## config.mk

```make
export PLATFORM = sky130hd
export DESIGN_NAME = win_fetch
export DESIGN_NICKNAME = d
export VERILOG_FILES = /design/src/rtl/waf_pkg.sv /design/src/rtl/waf_pipe.sv /design/src/rtl/waf_line_addr.sv /design/src/rtl/waf_window.sv /design/src/rtl/waf_burst.sv /design/src/rtl/win_fetch.sv
export SDC_FILE = /design/constraint.sdc
export NUM_CORES = 1
export LEC_CHECK = 0
export BUFFER_PORTS_ARGS = -buffer_cell sky130_fd_sc_hd__buf_2
export CORE_MARGIN = 2
export CORE_UTILIZATION = 40
export CTS_BUF_LIST = sky130_fd_sc_hd__clkbuf_16
export DETAILED_ROUTE_END_ITERATION = 12
export GPL_TIMING_DRIVEN = 0
export SLEW_MARGIN = 20
export SYNTH_ARGS = -nofsm -noshare
export SYNTH_HDL_FRONTEND = slang
export SYNTH_SLANG_ARGS = --single-unit
```

## constraint.sdc

```tcl
create_clock -name clk -period 5 [get_ports clk]
set_clock_uncertainty 0.15 [all_clocks]
set_input_delay 1 -clock clk [delete_from_list [all_inputs] [get_ports clk]]
set_output_delay 1 -clock clk [all_outputs]
set_load 0.02 [all_outputs]
```

## src/rtl/waf_pkg.sv

```systemverilog
package waf_pkg;
   // direction of the optional third row relative to the second one
   typedef enum logic {
      THIRD_UP   = 1'b0,   // one row above the anchor (step back two lines)
      THIRD_DOWN = 1'b1    // two rows below the anchor (step one more line)
   } third_dir_e;

   // modulo-4 row movement; a difference of exactly one means downward travel
   function automatic third_dir_e pick_dir(input logic [1:0] new_lo, input logic [1:0] old_lo);
      logic [1:0] diff;
      diff = new_lo - old_lo;
      return (diff == 2'b01) ? THIRD_DOWN : THIRD_UP;
   endfunction
endpackage

```

## src/rtl/waf_pipe.sv

```systemverilog
module waf_pipe #(
   parameter int W     = 1,
   parameter int DEPTH = 1
) (
   input  logic         clk,
   input  logic         rst_n,
   input  logic [W-1:0] d,
   output logic [W-1:0] q
);
   logic [W-1:0] stg [DEPTH];

   always_ff @(posedge clk) begin
      if (!rst_n) begin
         for (int i = 0; i < DEPTH; i++) stg[i] <= '0;
      end else begin
         stg[0] <= d;
         for (int i = 1; i < DEPTH; i++) stg[i] <= stg[i-1];
      end
   end

   assign q = stg[DEPTH-1];
endmodule

```

## src/rtl/waf_line_addr.sv

```systemverilog
module waf_line_addr #(
   parameter int CW       = 13,
   parameter int AW       = 17,
   parameter int WPL      = 120,
   parameter int PPW_LOG2 = 4
) (
   input  logic signed [CW-1:0] u,
   input  logic signed [CW-1:0] v,
   output logic [AW-1:0]        addr
);
   logic [AW-1:0] v_w;
   logic [AW-1:0] row_base;
   logic [AW-1:0] col_word;

   assign v_w      = AW'($unsigned(v));
   assign col_word = AW'($unsigned(u) >> PPW_LOG2);

   generate
      if (WPL == 120) begin : g_shift_sub
         assign row_base = (v_w << 7) - (v_w << 3);
      end else begin : g_mult
         assign row_base = v_w * AW'(WPL);
      end
   endgenerate

   assign addr = row_base + col_word;
endmodule

```

## src/rtl/waf_window.sv

```systemverilog
module waf_window
   import waf_pkg::*;
#(
   parameter int CW     = 13,
   parameter int IMG_W  = 1920,
   parameter int IMG_H  = 1080,
   parameter int U_SPAN = 6,
   parameter int UOW    = 3
) (
   input  logic                 clk,
   input  logic                 rst_n,
   input  logic                 coord_vld,
   input  logic                 line_sync,
   input  logic signed [CW-1:0] u,
   input  logic signed [CW-1:0] v,
   output logic                 fetch,
   output logic                 outside,
   output third_dir_e           dir,
   output logic [UOW-1:0]       u_off,
   output logic [1:0]           v_off
);
   logic signed [CW-1:0] u_src, v_src;
   logic                 win_vld, sync_d, line_start, far;
   logic signed [CW:0]   du, dv;

   assign line_start = line_sync && !sync_d;
   assign outside = (u < 0) || (v < 0) ||
                    (u >= CW'(IMG_W)) || (v >= CW'(IMG_H));

   assign du  = {u[CW-1], u} - {u_src[CW-1], u_src};
   assign dv  = {v[CW-1], v} - {v_src[CW-1], v_src};
   assign far = (du > (CW+1)'(U_SPAN)) || (du < 0) || (dv > 1) || (dv < -1);

   assign fetch = coord_vld && !outside && (!win_vld || line_start || far);
   assign dir   = pick_dir(v[1:0], v_src[1:0]);

   assign u_off = (fetch || outside) ? '0 : du[UOW-1:0];
   assign v_off = (fetch || outside) ? '0 : dv[1:0];

   always_ff @(posedge clk) begin
      if (!rst_n) begin
         u_src   <= '0;
         v_src   <= '0;
         win_vld <= 1'b0;
         sync_d  <= 1'b0;
      end else begin
         sync_d <= line_sync;
         if (fetch) begin
            u_src   <= u;
            v_src   <= v;
            win_vld <= 1'b1;
         end else if (line_start) begin
            win_vld <= 1'b0;
         end
      end
   end
endmodule

```

## src/rtl/waf_burst.sv

```systemverilog
module waf_burst
   import waf_pkg::*;
#(
   parameter int AW   = 17,
   parameter int WPL  = 120,
   parameter int ROWS = 3,
   parameter int RW   = 2
) (
   input  logic            clk,
   input  logic            rst_n,
   input  logic            start,
   input  logic [AW-1:0]   base,
   input  third_dir_e      dir,
   output logic            rd_en,
   output logic [AW-1:0]   rd_addr,
   output logic [RW-1:0]   row,
   output logic [ROWS-1:0] row_oh
);
   localparam logic [AW-1:0] STEP_NEXT = AW'(WPL);
   localparam logic [AW-1:0] STEP_BACK = AW'(-2 * WPL);

   third_dir_e dir_q;
   logic [AW-1:0] step;

   assign step   = (row == '0 || dir_q == THIRD_DOWN) ? STEP_NEXT : STEP_BACK;
   assign row_oh = rd_en ? (ROWS'(1) << row) : '0;

   always_ff @(posedge clk) begin
      if (!rst_n) begin
         rd_en   <= 1'b0;
         rd_addr <= '0;
         row     <= '0;
         dir_q   <= THIRD_UP;
      end else if (start) begin
         rd_en   <= 1'b1;
         rd_addr <= base;
         row     <= '0;
         dir_q   <= dir;
      end else if (rd_en) begin
         if (row == RW'(ROWS-1)) begin
            rd_en <= 1'b0;
            row   <= '0;
         end else begin
            row     <= row + 1'b1;
            rd_addr <= rd_addr + step;
         end
      end
   end
endmodule

```

## src/rtl/win_fetch.sv

```systemverilog
module win_fetch
   import waf_pkg::*;
#(
   parameter int CW       = 13,
   parameter int AW       = 17,
   parameter int IMG_W    = 1920,
   parameter int IMG_H    = 1080,
   parameter int WPL      = 120,
   parameter int PPW_LOG2 = 4,
   parameter int ROWS     = 3,
   parameter int RD_LAT   = 1,
   parameter int U_SPAN   = 6,
   parameter int UOW      = 3
) (
   input  logic                 clk,
   input  logic                 rst_n,
   input  logic                 coord_vld,
   input  logic                 line_sync,
   input  logic signed [CW-1:0] coord_u,
   input  logic signed [CW-1:0] coord_v,
   output logic                 rd_en,
   output logic [AW-1:0]        rd_addr,
   output logic [ROWS-1:0]      row_vld,
   output logic                 off_vld,
   output logic                 off_outside,
   output logic [UOW-1:0]       off_u,
   output logic [1:0]           off_v
);
   localparam int RW     = (ROWS > 2) ? $clog2(ROWS) : 1;
   localparam int OFF_W  = 2 + UOW + 2;
   localparam int ALIGN  = ROWS + RD_LAT;

   generate
      if (ROWS < 2 || ROWS > 3) begin : g_bad_rows
         $error("win_fetch: ROWS must be 2 or 3");
      end
      if (RD_LAT < 1) begin : g_bad_lat
         $error("win_fetch: RD_LAT must be at least 1");
      end
      if (U_SPAN >= (1 << UOW)) begin : g_bad_span
         $error("win_fetch: U_SPAN does not fit in UOW bits");
      end
      if (longint'(WPL) * IMG_H > (longint'(1) << AW)) begin : g_bad_aw
         $error("win_fetch: AW too narrow for the frame");
      end
      if ((IMG_W >> PPW_LOG2) > WPL) begin : g_bad_wpl
         $error("win_fetch: WPL too small for IMG_W");
      end
   endgenerate

   logic                  fetch_need, coord_outside;
   third_dir_e            third_dir;
   logic [UOW-1:0]        u_off_c;
   logic [1:0]            v_off_c;
   logic [AW-1:0]         base_addr;
   logic [RW-1:0]         burst_row;
   logic [ROWS-1:0]       row_issue;
   logic [OFF_W-1:0]      off_in, off_out;

   waf_window #(
      .CW(CW), .IMG_W(IMG_W), .IMG_H(IMG_H), .U_SPAN(U_SPAN), .UOW(UOW)
   ) u_win (
      .clk(clk), .rst_n(rst_n), .coord_vld(coord_vld), .line_sync(line_sync),
      .u(coord_u), .v(coord_v), .fetch(fetch_need), .outside(coord_outside),
      .dir(third_dir), .u_off(u_off_c), .v_off(v_off_c)
   );

   waf_line_addr #(
      .CW(CW), .AW(AW), .WPL(WPL), .PPW_LOG2(PPW_LOG2)
   ) u_addr (
      .u(coord_u), .v(coord_v), .addr(base_addr)
   );

   waf_burst #(
      .AW(AW), .WPL(WPL), .ROWS(ROWS), .RW(RW)
   ) u_burst (
      .clk(clk), .rst_n(rst_n), .start(fetch_need), .base(base_addr),
      .dir(third_dir), .rd_en(rd_en), .rd_addr(rd_addr), .row(burst_row),
      .row_oh(row_issue)
   );

   waf_pipe #(.W(ROWS), .DEPTH(RD_LAT)) u_row_pipe (
      .clk(clk), .rst_n(rst_n), .d(row_issue), .q(row_vld)
   );

   assign off_in = {coord_vld, coord_vld && coord_outside, u_off_c, v_off_c};

   waf_pipe #(.W(OFF_W), .DEPTH(ALIGN)) u_off_pipe (
      .clk(clk), .rst_n(rst_n), .d(off_in), .q(off_out)
   );

   assign {off_vld, off_outside, off_u, off_v} = off_out;
endmodule

```

==> results.md <==
- The count of H-tree levels built during CTS is 3.
- The detail route stage leaves a number of antenna-violating nets equal to 0.
- Clock tree synthesis inserted a total of 9 buffers.
- Sequential cells account for 38.0% of the total power.
- The netlist uses 61 different library cells.
- Once the floorplan was initialized, standard cells occupied about two fifths of the core.
- The via count normalized by instance count is roughly 5.3.
- The critical path arrival is roughly 4.5 ns.
- The number of instances in the synthesized netlist is between 600 and 700.
- In this run the worst path has a maximum fanout of 10.
- After detailed routing, the average wire length per cell comes to around 15 um.
- The relative contribution of the clock network to total power is between 40% and 50%.
- The library cell used most frequently in the layout, excluding fill and tap cells, is sky130_fd_sc_hd__dfxtp_1.
- The DRC violations left is 0.
- The total number of clock tree sinks is 80.
- For this run the aggregate overflow at the end of global routing stands at 0.
- The final weighted congestion of routability-driven global placement is 0.878.
- The number of global-route vias before repair came to around 4800.
- The CTS tree is yes.
- The area growth from synthesis to layout is 15.2%.
- The number of enable flip-flop cells after synthesis is 0.
- STA classifies the critical path startpoint as an input pin.
- Setup repair after global routing left no endpoint under its margin.
- The die covers approximately 15000 um^2.
- The total negative setup slack is 0 ns.
- In this run the mean area of a mapped cell was approximately 8 um^2.
- In this run the post-CTS setup repair buffer count came out at 0.
- The minimum clock period after layout is approximately 4.4 ns.
- The signal on the critical path passes through buf_2 -> inv_1 -> ha_1 -> inv_1 -> fa_1 -> a21o_1 -> a22oi_1 -> a31oi_1 -> xnor2_1 -> nand4_1 -> or4b_4 -> nor3_4 -> o21a_4 -> buf_2 -> o21ai_0 -> a21oi_1.
- The timing-limited maximum frequency is around 230 MHz.
- The Yosys step of the flow raised 0 warnings.
- For this design the top-level I/O count stands at 58.
- After clock tree synthesis, the clock-pin slew on the worst setup and hold paths is ~0.070 ns.
- The total power is roughly 1.7 mW.
- Detailed placement ended at an HPWL of about 11000 um.
- The total iterations of the first detailed-routing run is 5.
- The final count of hold timing violations came to 0.
- The most frequently used flop master after synthesis is sky130_fd_sc_hd__dfxtp_1.
- In this run, post-CTS hold repair placed 0 buffers.
- The worst-case headroom to the max-slew limit is a little over half.
- The post-synthesis instance area is between 5000 and 6000 um^2.
- STA classifies the critical path endpoint as a register.
- The internal portion of the total power is 1.23 mW.
- The number of antenna violations at the first check in global routing is 0.
- No sink is reached through more buffers than the 2 on the longest clock path.
- The max-slew violation total from the final report came to 0.
- The count of port buffers added during placement is 57.
- The tightest min-delay check is of the reg -> reg type.
- The sequential-to-total area share from yosys stat is between 20% and 30%.
- Counting the fill cells in the layout gives 1400.
- The slowest cell on the critical path is sky130_fd_sc_hd__or4b_4.
- The pin count of the biggest net entering global routing is 17.
- The total of flip-flops plus latches after synthesis is 80.
- The top cell type by total area after synthesis is sky130_fd_sc_hd__dfxtp_1.
- The number of failing setup endpoints in the final timing report is 0.
- Wires add up to 14100 um.
- The first routing iteration left 270 violations.
- The floorplan has 43 rows.
- The share of flip-flops with an asynchronous set or reset after synthesis is 0%.
- The die is 122 um tall.
- STA puts the critical path data required time at between 5 and 6 ns.
- The measured slew at the worst slew-check pin is 0.707 ns.
- The first global-routing pass estimated ~23000 um of wire.
- The fraction of power spent switching nets is 28.1%.
- Once the clock tree was built, the resizer swapped 0 gates to a different size.
- Of the available clock period, the critical path in the final layout requires around 90%.
- The core region area is roughly 14000 um^2.
- The biggest cell delay along the critical path is roughly 0.5 ns.
- The proportion of layout cells with a drive suffix above 1 is 14.2%.
- The area occupied by multi-input gates is roughly 3600 um^2.
- The number of nets produced by synthesis is 784.
- The leakage power figure is around 2.7 nW.
- Across the VDD grid, the largest voltage drop is between 0.15 and 0.2 mV.
- Across every metal layer, demand over resource in global routing totals approximately 20%.
- The critical path is of the in -> reg type.
- The power density normalized to cell area is about 270 nW/um^2.
- The library cells used most frequently in the layout, excluding fill and tap cells, are 80 x sky130_fd_sc_hd__dfxtp_1, 70 x sky130_fd_sc_hd__a21oi_1, 66 x sky130_fd_sc_hd__inv_1, 64 x sky130_fd_sc_hd__ha_1, 59 x sky130_fd_sc_hd__buf_2.
- In this run, the combinational gates consume a little under a fifth of the power.
- The sequential cells in the finished layout cover a total of between 1500 and 2000 um^2.
- The total net switching power is ~0.48 mW.
- Clock latency on the worst-skew pair, taken at its later pin, is 0.34 ns.
- At the end of the flow, the number of nets in the layout was approximately 850.
- For this block, the via count after detailed routing is between 4000 and 5000.
- Across the run, the number of max-cap violations was 0.
- The area share of the largest cell type after synthesis is between 20% and 30%.
- The count of inserted antenna diode cells is 0.
- In the post-synthesis netlist, the biggest area contributors are sky130_fd_sc_hd__dfxtp_1 29%, sky130_fd_sc_hd__ha_1 14%, sky130_fd_sc_hd__a21oi_1 6.3%.
- In this run the register-to-register setup slack is about 1.2 ns.
- The run finished with clean final reports.
- The die is 122 um wide.
- The cell sitting at the root of the clock tree is a sky130_fd_sc_hd__clkbuf_16.
[Yosys cell counts (all sizes together) (3+ instances only)]
library cell,n
o21ai,45
nand2,28
or3,4
xnor2,21
inv,66
clkbuf,20
ha,64
nor2b,9
and2,24
a21oi,70
nor3,30
a31o,7
o31ai,5
mux2i,3
nor2,42
and3,5
fa,4
nand2b,10
buf,7
o211ai,7
nand3,35
nand4,6
dfxtp,80
xor2,15
o21a,5
a21o,10
a211oi,13
nor4,7
a221oi,8
or2,6
a31oi,5
a211o,3
[per-layer routing]
| metal | GRT usage (%) | wire length [um] | up-vias |
|---|---|---|---|
| li1 | - | - | 2581 |
| met1 | 25.4 | 6500 | 2281 |
| met2 | 34.0 | 6750 | 108 |
| met3 | 2.53 | 619 | 24 |
| met4 | 5.82 | 274 | 0 |
| met5 | 0 | 0 | - |
[kinds of logic (layout without fill, tap and decap cells)]
logic type	after synthesis	count (layout)	synth area share [%]
and+or+nand+nor	212	212	20.0
AOI/OAI and AO/OA	194	194	22.7
buffers and inverters	93	166	6.63
DFF	80	80	28.7
adders and majority gates	68	68	15.8
xor gates and xnor gates	36	36	5.65
muxes	3	3	0.538
[power by group through the flow]
stage / logic [mW] / registers (mW) / clock network (mW)
finish: 0.320 / 0.648 / 0.737
global placement: 0.310 / 0.662 / 0
floorplan: 0.232 / 0.665 / 0
global route: 0.360 / 0.648 / 0.779
detailed placement: 0.316 / 0.662 / 0
CTS: 0.319 / 0.648 / 0.744
[per-stage QoR]
step,setup WS (ns),instance area (um^2),hold slack (ns),util (%),std cells
after floorplan,0.882,5580,0.262,-,686
after global placement,0.347,6090,0.265,44.2,923
after detailed placement,0.308,6090,0.267,44.2,923
after CTS,0.623,6430,0.281,46.7,939
after global routing,0.363,6430,0.290,46.7,939
final,0.611,6430,0.276,46.7,939
[final timing paths]
path / startpoint / to / depth (start not counted)
min reg2reg: u_off_pipe.stg[1][5]$_SDFF_PN0_ / u_off_pipe.stg[2][5]$_SDFF_PN0_ / 1
min: u_off_pipe.stg[1][5]$_SDFF_PN0_ / u_off_pipe.stg[2][5]$_SDFF_PN0_ / 1
max: coord_v[0] / u_win.v_src[9]$_SDFFE_PN0P_ / 16
max reg2reg: u_win.v_src[3]$_SDFFE_PN0P_ / u_burst.rd_addr[9]$_SDFFE_PN0P_ / 13
[area by class of cell]
class	count	area share [%]
inverters	66	3.85
repair buffers	57	4.44
clock buffers	9	3.50
well taps	180	3.50
plain buffers	27	1.91
clock inverters	7	1.73
multi-input cells	513	56.2
flip-flops and latches	80	24.9
[critical path, delay by kind of cell]
family,cells,cell delay [ns]
fa+ha+maj,2,0.59
simple gates,3,0.80
xor+xnor,1,0.25
compound gates,6,1.26
buf+inv,4,0.59
[registers in the layout, indices dropped and copies added (netlist names)]
signal	count
u_burst.rd_en	1
u_off_pipe.stg	28
u_win.v_src	13
u_win.win_vld	1
u_burst.dir_q	1
u_burst.rd_addr	17
u_row_pipe.stg	3
u_win.sync_d	1
u_burst.row	2
u_win.u_src	13
No activity file was read; power rests on OpenSTA's default activity.
